## config.mk

```make
export PLATFORM = sky130hd
export DESIGN_NAME = lane_rob
export DESIGN_NICKNAME = d
export VERILOG_FILES = /design/src/rtl/lane_rob_pkg.sv /design/src/rtl/lane_rob_ptr.sv /design/src/rtl/lane_rob_bank.sv /design/src/rtl/lane_rob_age.sv /design/src/rtl/lane_rob.sv
export SDC_FILE = /design/constraint.sdc
export NUM_CORES = 1
export LEC_CHECK = 0
export ABC_CLOCK_PERIOD_IN_PS = 4100
export BUFFER_PORTS_ARGS = -buffer_cell sky130_fd_sc_hd__buf_2
export CAP_MARGIN = 20
export CORE_ASPECT_RATIO = 0.6
export CORE_UTILIZATION = 45
export DETAILED_ROUTE_END_ITERATION = 16
export PLACE_DENSITY_LB_ADDON = 0.2
export SLEW_MARGIN = 20
export SYNTH_ARGS = -nofsm -noshare
export SYNTH_HDL_FRONTEND = slang
export SYNTH_HIERARCHICAL = 1
export SYNTH_SLANG_ARGS = --single-unit
```

## constraint.sdc

```tcl
create_clock -name clk -period 4.1 [get_ports clk]
set_input_delay 0.615 -clock clk [delete_from_list [all_inputs] [get_ports clk]]
set_output_delay 0.615 -clock clk [all_outputs]
set_load 0.02 [all_outputs]
```

## src/rtl/lane_rob_pkg.sv

```systemverilog
// Package: lane_rob_pkg
// Geometry and descriptor layout shared by the lane-banked reorder buffer.
// Assumes the fixed 8-bit descriptor: wrap in bit 7, cycle in [6:2], lane in [1:0].
package lane_rob_pkg;
    localparam int ROB_LANES = 3;
    localparam int ROB_ROWS  = 24;
    localparam int LANE_W    = 2;
    localparam int CYC_W     = 5;
    localparam int DESC_W    = 1 + CYC_W + LANE_W;

    typedef struct packed {
        logic              wrap;
        logic [CYC_W-1:0]  cyc;
        logic [LANE_W-1:0] lane;
    } rob_desc_t;
endpackage

```

## src/rtl/lane_rob_ptr.sv

```systemverilog
// Module: lane_rob_ptr
// Row pointer that counts 0..ROWS-1, returns to 0 and toggles its wrap bit on rollover.
// Assumes load has priority over inc. Used for both the allocate and the retire position.
module lane_rob_ptr #(
    parameter int ROWS  = 24,
    parameter int IDX_W = $clog2(ROWS)
) (
    input  logic             clk,
    input  logic             rst_n,
    input  logic             inc,
    input  logic             load,
    input  logic [IDX_W-1:0] load_idx,
    input  logic             load_wrap,
    output logic [IDX_W-1:0] idx,
    output logic             wrap
);
    localparam logic [IDX_W-1:0] LAST = IDX_W'(ROWS - 1);

    // Pointer state: reset, reload or step with rollover.
    always_ff @(posedge clk) begin
        if (!rst_n) begin
            idx  <= '0;
            wrap <= 1'b0;
        end else if (load) begin
            idx  <= load_idx;
            wrap <= load_wrap;
        end else if (inc) begin
            if (idx == LAST) begin
                idx  <= '0;
                wrap <= ~wrap;
            end else begin
                idx  <= idx + 1'b1;
            end
        end
    end

    // After the last row, a step lands on row 0 with the wrap bit flipped.
    assert_wrap_toggle_R2: assert property (@(posedge clk) disable iff (!rst_n)
        (inc && !load && idx == LAST) |=> (idx == '0 && wrap != $past(wrap)));
endmodule

```

## src/rtl/lane_rob_bank.sv

```systemverilog
// Module: lane_rob_bank
// Storage for one dispatch lane: ROWS entries, each with occupied and done flags and a result.
// Assumes one allocation, one completion and one retire read per cycle. A result is written
// once and read once. The occupied flag is cleared on retire or flush.
module lane_rob_bank #(
    parameter int ROWS   = 24,
    parameter int DATA_W = 16,
    parameter int IDX_W  = $clog2(ROWS)
) (
    input  logic              clk,
    input  logic              rst_n,
    input  logic              flush,
    input  logic              alloc_en,
    input  logic [IDX_W-1:0]  alloc_idx,
    input  logic              alloc_use,
    input  logic              cpl_en,
    input  logic [IDX_W-1:0]  cpl_idx,
    input  logic [DATA_W-1:0] cpl_data,
    input  logic [IDX_W-1:0]  rd_idx,
    input  logic              rd_pop,
    output logic              rd_used,
    output logic              rd_done,
    output logic [DATA_W-1:0] rd_data
);
    logic [ROWS-1:0] used_q;
    logic [ROWS-1:0] done_q;
    logic [DATA_W-1:0] data_q [ROWS];

    // Flags: set on allocation and completion, cleared on retire or flush.
    always_ff @(posedge clk) begin
        if (!rst_n || flush) begin
            used_q <= '0;
            done_q <= '0;
        end else begin
            if (rd_pop) begin
                used_q[rd_idx] <= 1'b0;
                done_q[rd_idx] <= 1'b0;
            end
            if (alloc_en) begin
                used_q[alloc_idx] <= alloc_use;
                done_q[alloc_idx] <= 1'b0;
            end
            if (cpl_en && used_q[cpl_idx]) begin
                done_q[cpl_idx] <= 1'b1;
            end
        end
    end

    // Result storage: written once when the occupied entry completes.
    always_ff @(posedge clk) begin
        if (cpl_en && used_q[cpl_idx]) begin
            data_q[cpl_idx] <= cpl_data;
        end
    end

    // Read port for the retire row.
    always_comb begin
        rd_used = used_q[rd_idx];
        rd_done = done_q[rd_idx];
        rd_data = data_q[rd_idx];
    end

    // A result may be written only once per occupancy.
    assert_write_once_R4: assert property (@(posedge clk) disable iff (!rst_n)
        (cpl_en && used_q[cpl_idx] && !flush) |-> !done_q[cpl_idx]);
    // A completion to an empty entry leaves it empty.
    assert_empty_ignored_R4: assert property (@(posedge clk) disable iff (!rst_n)
        (cpl_en && !used_q[cpl_idx] && !(alloc_en && alloc_idx == cpl_idx))
        |=> !used_q[$past(cpl_idx)]);
endmodule

```

## src/rtl/lane_rob_age.sv

```systemverilog
// Module: lane_rob_age
// Combinational age compare of two descriptors.
// Assumes both descriptors are live in the buffer at the same time, so they are less than
// one full lap apart. With different wrap bits, the larger cycle was dispatched first.
module lane_rob_age
    import lane_rob_pkg::*;
(
    input  rob_desc_t a,
    input  rob_desc_t b,
    output logic      a_older
);
    // Ordering: wrap-corrected cycle first, then lane index.
    always_comb begin
        if (a.wrap != b.wrap) begin
            a_older = (a.cyc > b.cyc);
        end else if (a.cyc != b.cyc) begin
            a_older = (a.cyc < b.cyc);
        end else begin
            a_older = (a.lane < b.lane);
        end
    end
endmodule

```

## src/rtl/lane_rob.sv

```systemverilog
// Module: lane_rob
// Top of the lane-banked reorder buffer. One row (a set of lanes) is allocated per dispatch
// cycle into three lockstep banks. Each lane completes into its own bank. The oldest row
// retires when all of its occupied lanes are done. Flush discards all entries.
// Assumes the core holds back a dispatch while rob_full is set. Retirement is not
// back-pressured.
module lane_rob
    import lane_rob_pkg::*;
#(
    parameter int DATA_W = 16
) (
    input  logic                        clk,
    input  logic                        rst_n,
    input  logic                        alloc_valid,
    input  logic [ROB_LANES-1:0]        alloc_lanes,
    output logic [CYC_W-1:0]            alloc_cycle,
    output logic                        alloc_wrap,
    output logic                        rob_full,
    output logic                        rob_empty,
    input  logic [ROB_LANES-1:0]        cpl_valid,
    input  logic [ROB_LANES*CYC_W-1:0]  cpl_cycle,
    input  logic [ROB_LANES*DATA_W-1:0] cpl_data,
    output logic                        retire_valid,
    output logic [CYC_W-1:0]            retire_cycle,
    output logic                        retire_wrap,
    output logic [ROB_LANES-1:0]        retire_lanes,
    output logic [ROB_LANES*DATA_W-1:0] retire_data,
    input  logic                        flush,
    input  logic [DESC_W-1:0]           age_a,
    input  logic [DESC_W-1:0]           age_b,
    output logic                        age_a_older
);
    logic                 alloc_fire;
    logic [ROB_LANES-1:0] row_used;
    logic [ROB_LANES-1:0] row_done;

    // Allocation is accepted only with room and no flush.
    always_comb begin
        rob_empty  = (alloc_cycle == retire_cycle) && (alloc_wrap == retire_wrap);
        rob_full   = (alloc_cycle == retire_cycle) && (alloc_wrap != retire_wrap);
        alloc_fire = alloc_valid && !rob_full && !flush;
    end

    // Retire decision: every occupied lane of the oldest row must be done.
    always_comb begin
        retire_valid = !rob_empty && !flush && ((row_used & ~row_done) == '0);
        retire_lanes = row_used;
    end

    lane_rob_ptr #(.ROWS(ROB_ROWS), .IDX_W(CYC_W)) u_alloc_ptr (
        .clk       (clk),
        .rst_n     (rst_n),
        .inc       (alloc_fire),
        .load      (flush),
        .load_idx  (retire_cycle),
        .load_wrap (retire_wrap),
        .idx       (alloc_cycle),
        .wrap      (alloc_wrap)
    );

    lane_rob_ptr #(.ROWS(ROB_ROWS), .IDX_W(CYC_W)) u_retire_ptr (
        .clk       (clk),
        .rst_n     (rst_n),
        .inc       (retire_valid),
        .load      (1'b0),
        .load_idx  ('0),
        .load_wrap (1'b0),
        .idx       (retire_cycle),
        .wrap      (retire_wrap)
    );

    for (genvar l = 0; l < ROB_LANES; l++) begin : g_bank
        lane_rob_bank #(.ROWS(ROB_ROWS), .DATA_W(DATA_W), .IDX_W(CYC_W)) u_bank (
            .clk       (clk),
            .rst_n     (rst_n),
            .flush     (flush),
            .alloc_en  (alloc_fire),
            .alloc_idx (alloc_cycle),
            .alloc_use (alloc_lanes[l]),
            .cpl_en    (cpl_valid[l]),
            .cpl_idx   (cpl_cycle[l*CYC_W +: CYC_W]),
            .cpl_data  (cpl_data[l*DATA_W +: DATA_W]),
            .rd_idx    (retire_cycle),
            .rd_pop    (retire_valid),
            .rd_used   (row_used[l]),
            .rd_done   (row_done[l]),
            .rd_data   (retire_data[l*DATA_W +: DATA_W])
        );
    end

    lane_rob_age u_age (
        .a       (rob_desc_t'(age_a)),
        .b       (rob_desc_t'(age_b)),
        .a_older (age_a_older)
    );

    // The pointers can never report full and empty together.
    assert_full_empty_excl_R3: assert property (@(posedge clk) disable iff (!rst_n)
        !(rob_full && rob_empty));
    // A request while full does not move the allocate pointer.
    assert_full_blocks_R3: assert property (@(posedge clk) disable iff (!rst_n)
        (rob_full && alloc_valid && !flush)
        |=> (alloc_cycle == $past(alloc_cycle) && alloc_wrap == $past(alloc_wrap)));
    // Retirement steps through rows strictly in cycle order.
    assert_retire_order_R5: assert property (@(posedge clk) disable iff (!rst_n)
        retire_valid |=> retire_cycle ==
            (($past(retire_cycle) == CYC_W'(ROB_ROWS - 1)) ? '0 : $past(retire_cycle) + 1'b1));
    // A flush leaves nothing behind.
    assert_flush_clears_R7: assert property (@(posedge clk) disable iff (!rst_n)
        flush |=> (rob_empty && row_used == '0));
endmodule

```

==> out/metrics.yaml, run 1 <==
clock_tree:
  cts_tree: "built"
  clock_path_buffers: 3
  clkLatencyLatePin_ps: 750
  h-tree-depth: 3
  cts.clk_slew.worst_paths_ps: 60
  hold_buffers: 0
  cts_sinks: 1308
  cts_root_buffer: "clkbuf_16"
  numCtsBuffers: 118
min_path:
  hold_depth: 1
  holdPathEnd: "g_bank[1].u_bank/data_q[2][3]$_DFFE_PP_"
  worstHoldStart: "cpl_data[19]"
  hold_class: "in -> reg"
sta:
  hold_viol: 0
  fmax_mhz: 251
  setup_violations: 0
  timing.hold.ws_ps: 303
  skew_ps: 31.8
  rsz0062_at_grt: "no"
  setup_ws_ps: 122
  max_slew.worst_pin.slew_ps: 1160
  min_period_ps: 3980
  period_share_pct: 97.0
  slew_violations: 0
  tns_ps: 0
  max_slew_margin_pct: 21.9
job:
  maxCapViolCount: 0
setup_path:
  r2r_cells: 14
  crit_fanout: 6
  cp.required_ps: 3480
  startpoint_type: "flop"
  r2r_end: "g_bank[1].u_bank/used_q[13]$_SDFF_PP0_"
  cp-end-kind: "output pin"
  arrival_ps: 3360
  timing.rr.start: "u_retire_ptr/idx[0]$_SDFFE_PN0P_"
  reg2reg_slack_ps: 420
  path_class: "reg -> out"
placed_design:
  port_buffers: 155
  hpwl_um: 88200
  gp_congestion: 0.894
  place_area_mm2: 0.0564
  dp_cells: 4540
  dp_slack_ps: 185
floorplanning:
  core_area_mm2: 0.117
  dieArea_mm2: 0.119
  rows: 97
  die_w_um: 445
  start_util_pct: 45.4
  die_h_um: 268
  ioPinCount: 156
grt:
  antenna_found_initial: 18
  grt_max_degree: 97
  grt_remaining_overflow: 0
  grt_pass1_wl_um: 202000
  grtUsageTotal_pct: 23.3
  grt_pass1_vias: 29500
pwr:
  power_density_mw_per_mm2: 460
  p_leak_nw: 19.0
  total_power_mw: 27.9
  ir_drop_v: 0.000383
routing:
  wl_um: 139000
  dr_wl_met3_um: 12400
  wl_met2_um: 60400
  dr.pass1.iters: 6
  wl_per_cell_um: 29.1
  drt-met1-wl_um: 63300
  via_per_inst: 6.23
  ant_nets: 0
  drc_errors: 0
  vias: 29800
  drt_iter0_drc: 3827
  top_layer: "met5"
logic_synthesis:
  synth_area_mm2: 0.0529
  synthFlopType: "edfxtp_1"
  synth_cells: 2859
  yosysWarnings: 6
  synthArstFlopShare_pct: 0
  yosys_register_bits: 1308
  avgSynthCellArea_um2: 18.5
  synth-edff-count: 1152
  ys_seq_area_share_pct: 71.3
  yosysUniqueCellTypes: 52
cells_and_area:
  regArea_mm2: 0.0377
  fin_util_pct: 52.0
  drive_above_1_share_pct: 30.8
  instances_no_fill: 4779
  multiInputGateArea_mm2: 0.0147
  layout-area-overhead-vs-synth_pct: 14.6
  final_area_mm2: 0.0606
  nets: 3187
  nFillCells: 9183
outcome:
  status: "complete, no violations"
metal layers:
layer,up-vias,track usage (%)
met5,-,0
met4,8,5.50
met3,218,5.72
met2,1407,33.0
met1,15800,36.0
li1,12300,-
worst max-delay path: stages, from the launching register on:
cell and delay [ps]:
dfxtp_4 400, buf_12 150, buf_4 150, mux4_2 500, a22oi_2 220, nand3_1 120, nor2b_1 170, or4_4 430
a31oi_4 180, buf_6 150, buf_6 140
synth_stat cells (3+ instances only):
library cell	instances	area, um2
o41ai_2	5	81.3
nor2_1	109	409
nor4_1	4	25.0
o31ai_1	26	195
nand3b_1	11	82.6
ha_1	8	100
nand2_1	87	327
and2_1	12	75.1
o21ai_0	28	140
or3b_2	4	35.0
and3b_1	33	289
a211oi_1	3	22.5
nor2b_1	8	50.1
xor2_1	10	87.6
o41ai_1	22	193
a22oi_1	267	2000
inv_1	9	33.8
nand3_1	153	766
buf_4	3	22.5
clkbuf_1	112	420
buf_6	17	191
a21oi_1	11	55.1
nand2b_1	5	31.3
edfxtp_1	1152	34600
nor3b_2	5	62.6
inv_2	4	15.0
mux4_2	333	7500
dfxtp_1	156	3120
mux2_2	50	563
and3_1	11	68.8
mux4_1	9	236
nor3b_1	35	263
or3_1	4	25.0
buf_2	49	245
buf_1	28	105
a31oi_1	4	25.0
and3_4	3	33.8
nor3_1	50	250
flip-flops by register name, summed over array words and instances (netlist names):
register / flops
g_bank.u_bank/data_q: 1152
g_bank.u_bank/used_q: 72
u_alloc_ptr/wrap: 1
g_bank.u_bank/done_q: 72
u_alloc_ptr/idx: 5
u_retire_ptr/wrap: 1
u_retire_ptr/idx: 5
repair_timing:
action | CTS | global route
gates resized for setup | 23 | 7
setup buffers | 6 | 6
endpoints found under the setup margin | 44 | 12
gates cloned | 2 | 0
final cells by class:
type	instances	area share, %
antenna	6	0.0248
clock buffer	145	5.09
clock inverter	74	1.30
inverter	13	0.0805
multi-input combinational	1339	24.3
sequential	1308	62.2
tap	1584	3.27
timing repair buffer	310	3.68
worst max path at each step:
stage	from	endpoint
finish	u_retire_ptr/idx[0]$_SDFFE_PN0P_	retire_valid
floorplan	u_retire_ptr/idx[0]$_SDFFE_PN0P_	g_bank[1].u_bank/used_q[13]$_SDFF_PP0_
CTS	u_retire_ptr/idx[0]$_SDFFE_PN0P_	retire_valid
global placement	u_retire_ptr/idx[0]$_SDFFE_PN0P_	retire_data[13]
detailed placement	u_retire_ptr/idx[0]$_SDFFE_PN0P_	retire_data[13]
global route	u_retire_ptr/idx[0]$_SDFFE_PN0P_	retire_data[16]
placed cells by master, fill, tap and decap left out, types with 6 or more instances in the layout:
master and instances:
nor3_1 7, inv_1 9, diode_2 6, o41ai_1 22
clkbuf_16 119, o31ai_1 26, mux4_2 333, nand3b_1 11
nor2_1 88, and3b_1 33, o21ai_0 28, ha_1 8
nor3b_2 14, and2_1 12, nor3_2 39, inv_6 7
and3_1 11, mux2_2 50, a22oi_1 262, clkinv_1 30
mux4_1 9, conb_1 11, buf_12 9, buf_4 130
dfxtp_1 151, nor2_2 10, edfxtp_1 1152, nor2_4 11
nor3b_1 22, buf_2 154, a21oi_1 11, clkbuf_1 25
buf_6 9, clkinv_2 16, bufinv_16 15, nand3_1 152
xor2_1 10, nand2_1 87
kinds of logic (layout without fill, tap and decap cells):
| group | Yosys count | after routing | synth area share [%] |
|---|---|---|---|
| multiplexers | 394 | 394 | 15.7 |
| AND/OR/NAND/NOR | 541 | 541 | 5.40 |
| buffers and inverters | 222 | 542 | 1.95 |
| AO/OA/AOI/OAI | 373 | 373 | 5.24 |
| other | 1 | 17 | 0.00709 |
| XOR/XNOR | 12 | 12 | 0.199 |
| adder cells (fa/ha/maj) | 8 | 8 | 0.189 |
| flip-flops | 1308 | 1308 | 71.3 |
where the power goes:
group	internal (mW)	total, mW	switching (mW)
Combinational	0.843	2.17	1.32
Clock	6.29	11.2	4.91
Sequential	14.5	14.5	0.0301
(Power assumes the default switching activity.)
==> inputs of run 2 (changes only) <==
==> constraint.sdc (replaced) <==
create_clock -name clk -period 4.1 [get_ports clk]
set_input_delay 0.41 -clock clk [delete_from_list [all_inputs] [get_ports clk]]
set_output_delay 0.41 -clock clk [all_outputs]
set_load 0.02 [all_outputs]
==> out/metrics.yaml, run 2 (synthesis results as in run 1) <==
outcome:
  status: "complete, no violations"
pwr:
  ir_drop_v: 0.000380  # -0.83%
  total_power_mw: 28.1  # +0.90%
  p_leak_nw: 18.9  # -0.41%
  power_density_mw_per_mm2: 465  # +1.1%
cells_and_area:
  instances_no_fill: 4767  # -0.25%
  top_regs: "g_bank.u_bank/data_q x1152, g_bank.u_bank/done_q x72, g_bank.u_bank/used_q x72"
  layout-area-overhead-vs-synth_pct: 14.4
  final_common_cell: "edfxtp_1"
  layout_common_cells: "1152 x edfxtp_1, 333 x mux4_2, 266 x a22oi_1"
  nFillCells: 9237  # +0.59%
  nets: 3178  # -0.28%
  fin_util_pct: 51.9  # -0.093 points
  drive_above_1_share_pct: 30.9  # +0.12 points
  largest_register_ffs: 1152  # unchanged
  top_register: "g_bank.u_bank/data_q"
setup_path:
  arrival_ps: 3560  # +200 ps
  crit_fanout: 17  # +11
  cp.required_ps: 3690  # +210 ps
  r2r_cells: 13  # -1
  cp-end-kind: "output pin"
  reg2reg_slack_ps: 230  # -190 ps
  path_class: "reg -> out"
  startpoint_type: "flop"
placed_design:
  gp_congestion: 0.892  # -0.20%
  dp_cells: 4532  # -0.18%
  hpwl_um: 86100  # -2.4%
  port_buffers: 155  # unchanged
routing:
  drc_errors: 0  # unchanged
  drt_iter0_drc: 3317  # -13%
  wl_um: 136000  # -1.9%
  vias: 29400  # -1.4%
  ant_nets: 0  # unchanged
  dr.pass1.iters: 8  # +2
  via_per_inst: 6.16  # -1.1%
  wl_per_cell_um: 28.6  # -1.6%
floorplanning:
  die_h_um: 268  # unchanged
  core_area_mm2: 0.117  # unchanged
  dieArea_mm2: 0.119  # unchanged
  rows: 97  # unchanged
  die_w_um: 445  # unchanged
  start_util_pct: 45.4  # unchanged
  ioPinCount: 156  # unchanged
sta:
  rsz0062_at_grt: "no"
  max_slew.worst_pin.slew_ps: 1130  # -28.8 ps
  max_slew_margin_pct: 24.3  # +2.4 points
  hold_viol: 0  # unchanged
  setup_violations: 0  # unchanged
  fmax_mhz: 252  # +0.15%
  slew_violations: 0  # unchanged
  period_share_pct: 96.9  # -0.15 points
  min_period_ps: 3970  # -6.11 ps
  skew_ps: 33.6  # +1.89 ps
clock_tree:
  numCtsBuffers: 118  # unchanged
  cts_root_buffer: "clkbuf_16"
  hold_buffers: 0  # unchanged
  h-tree-depth: 3  # unchanged
  cts_sinks: 1308  # unchanged
  clkLatencyLatePin_ps: 740  # about the same
  cts_tree: "built"
  clock_path_buffers: 3  # unchanged
  cts.clk_slew.worst_paths_ps: 70  # about the same
grt:
  grt_pass1_wl_um: 197000  # -2.4%
  antenna_found_initial: 15  # -3
  grt_max_degree: 102  # +5.2%
  grtUsageTotal_pct: 22.6  # -0.70 points
  grt_pass1_vias: 29200  # -1.0%
  grt_remaining_overflow: 0  # unchanged
min_path:
  hold_depth: 3  # +2
  hold_class: "in -> reg"
job:
  maxCapViolCount: 0  # unchanged
-- run 2: changes by cell type in the layout (fill, tap and decap cells not counted), sizes merged --
cell	delta
buf	-11
clkinvlp	+7
clkbuf	-6
bufinv	+3
diode	-3
bufbuf	-2
clkinv	+2
inv	-2
-- run 2: worst paths after layout --
path / to / startpoint
worst max register to register: g_bank[0].u_bank/used_q[3]$_SDFF_PP0_ / u_retire_ptr/idx[1]$_SDFFE_PN0P_
worst min-delay path: u_retire_ptr/idx[4]$_SDFFE_PN0P_ / rst_n
worst min register to register: g_bank[1].u_bank/done_q[10]$_SDFF_PP0_ / g_bank[1].u_bank/done_q[10]$_SDFF_PP0_
worst max-delay path: retire_valid / u_retire_ptr/idx[1]$_SDFFE_PN0P_
-- run 2: per-stage QoR --
step | setup WS, ps | cell area, um2 | hold slack (ps) | setup TNS (ps)
after floorplan | 36.8 | 53000 | 435 | 0
after global placement | 64.5 | 56200 | 460 | 0
after detailed placement | 46.7 | 56200 | 462 | 0
after CTS | -27.3 | 60400 | 8.47 | -112
after global routing | 9.30 | 60500 | 45.6 | 0
final | 129 | 60500 | 58.4 | 0
-- run 2: final cells by class --
cell class / count / area (um2) / share of cell area [%]
Tap cell: 1584 / 1980 / 3.27
Sequential cell: 1308 / 37700 / 62.4
Multi-Input combinational cell: 1339 / 14700 / 24.2
Clock buffer: 135 / 3060 / 5.06
Inverter: 13 / 48.8 / 0.0806
Timing Repair Buffer: 301 / 2090 / 3.46
Clock inverter: 84 / 943 / 1.56
Antenna cell: 3 / 7.51 / 0.0124
-- run 2: power by group --
| group | internal, mW | switching, mW | leakage, nW | total, mW |
|---|---|---|---|---|
| clock | 6.50 | 4.99 | 1.93 | 11.5 |
| combinational | 0.815 | 1.30 | 5.37 | 2.12 |
| sequential | 14.5 | 0.0438 | 11.6 | 14.5 |
-- run 2: repair_timing --
item,CTS,global route
endpoints found under the setup margin,25,23
gates cloned,0,3
buffers inserted,9,1
endpoints found under the hold margin,0,0
resized for setup,9,7
-- run 2: metal layers --
metal / share of wire, % / up-vias / track usage (%)
met5: 0 / - / 0
met4: 1.7 / 0 / 4.66
met3: 8.5 / 183 / 4.97
met2: 43 / 1294 / 32.2
met1: 46 / 15600 / 35.5
li1: - / 12300 / -
-- run 2: worst max-delay path: stages, from the launching register on --
cell and delay (ps):
dfxtp_4 560, buf_4 230, buf_4 290, mux4_2 340, a22oi_1 310, nand3_1 120
nor2b_1 320, or4_1 210, a31oi_4 60, buf_6 180, clkbuf_4 170
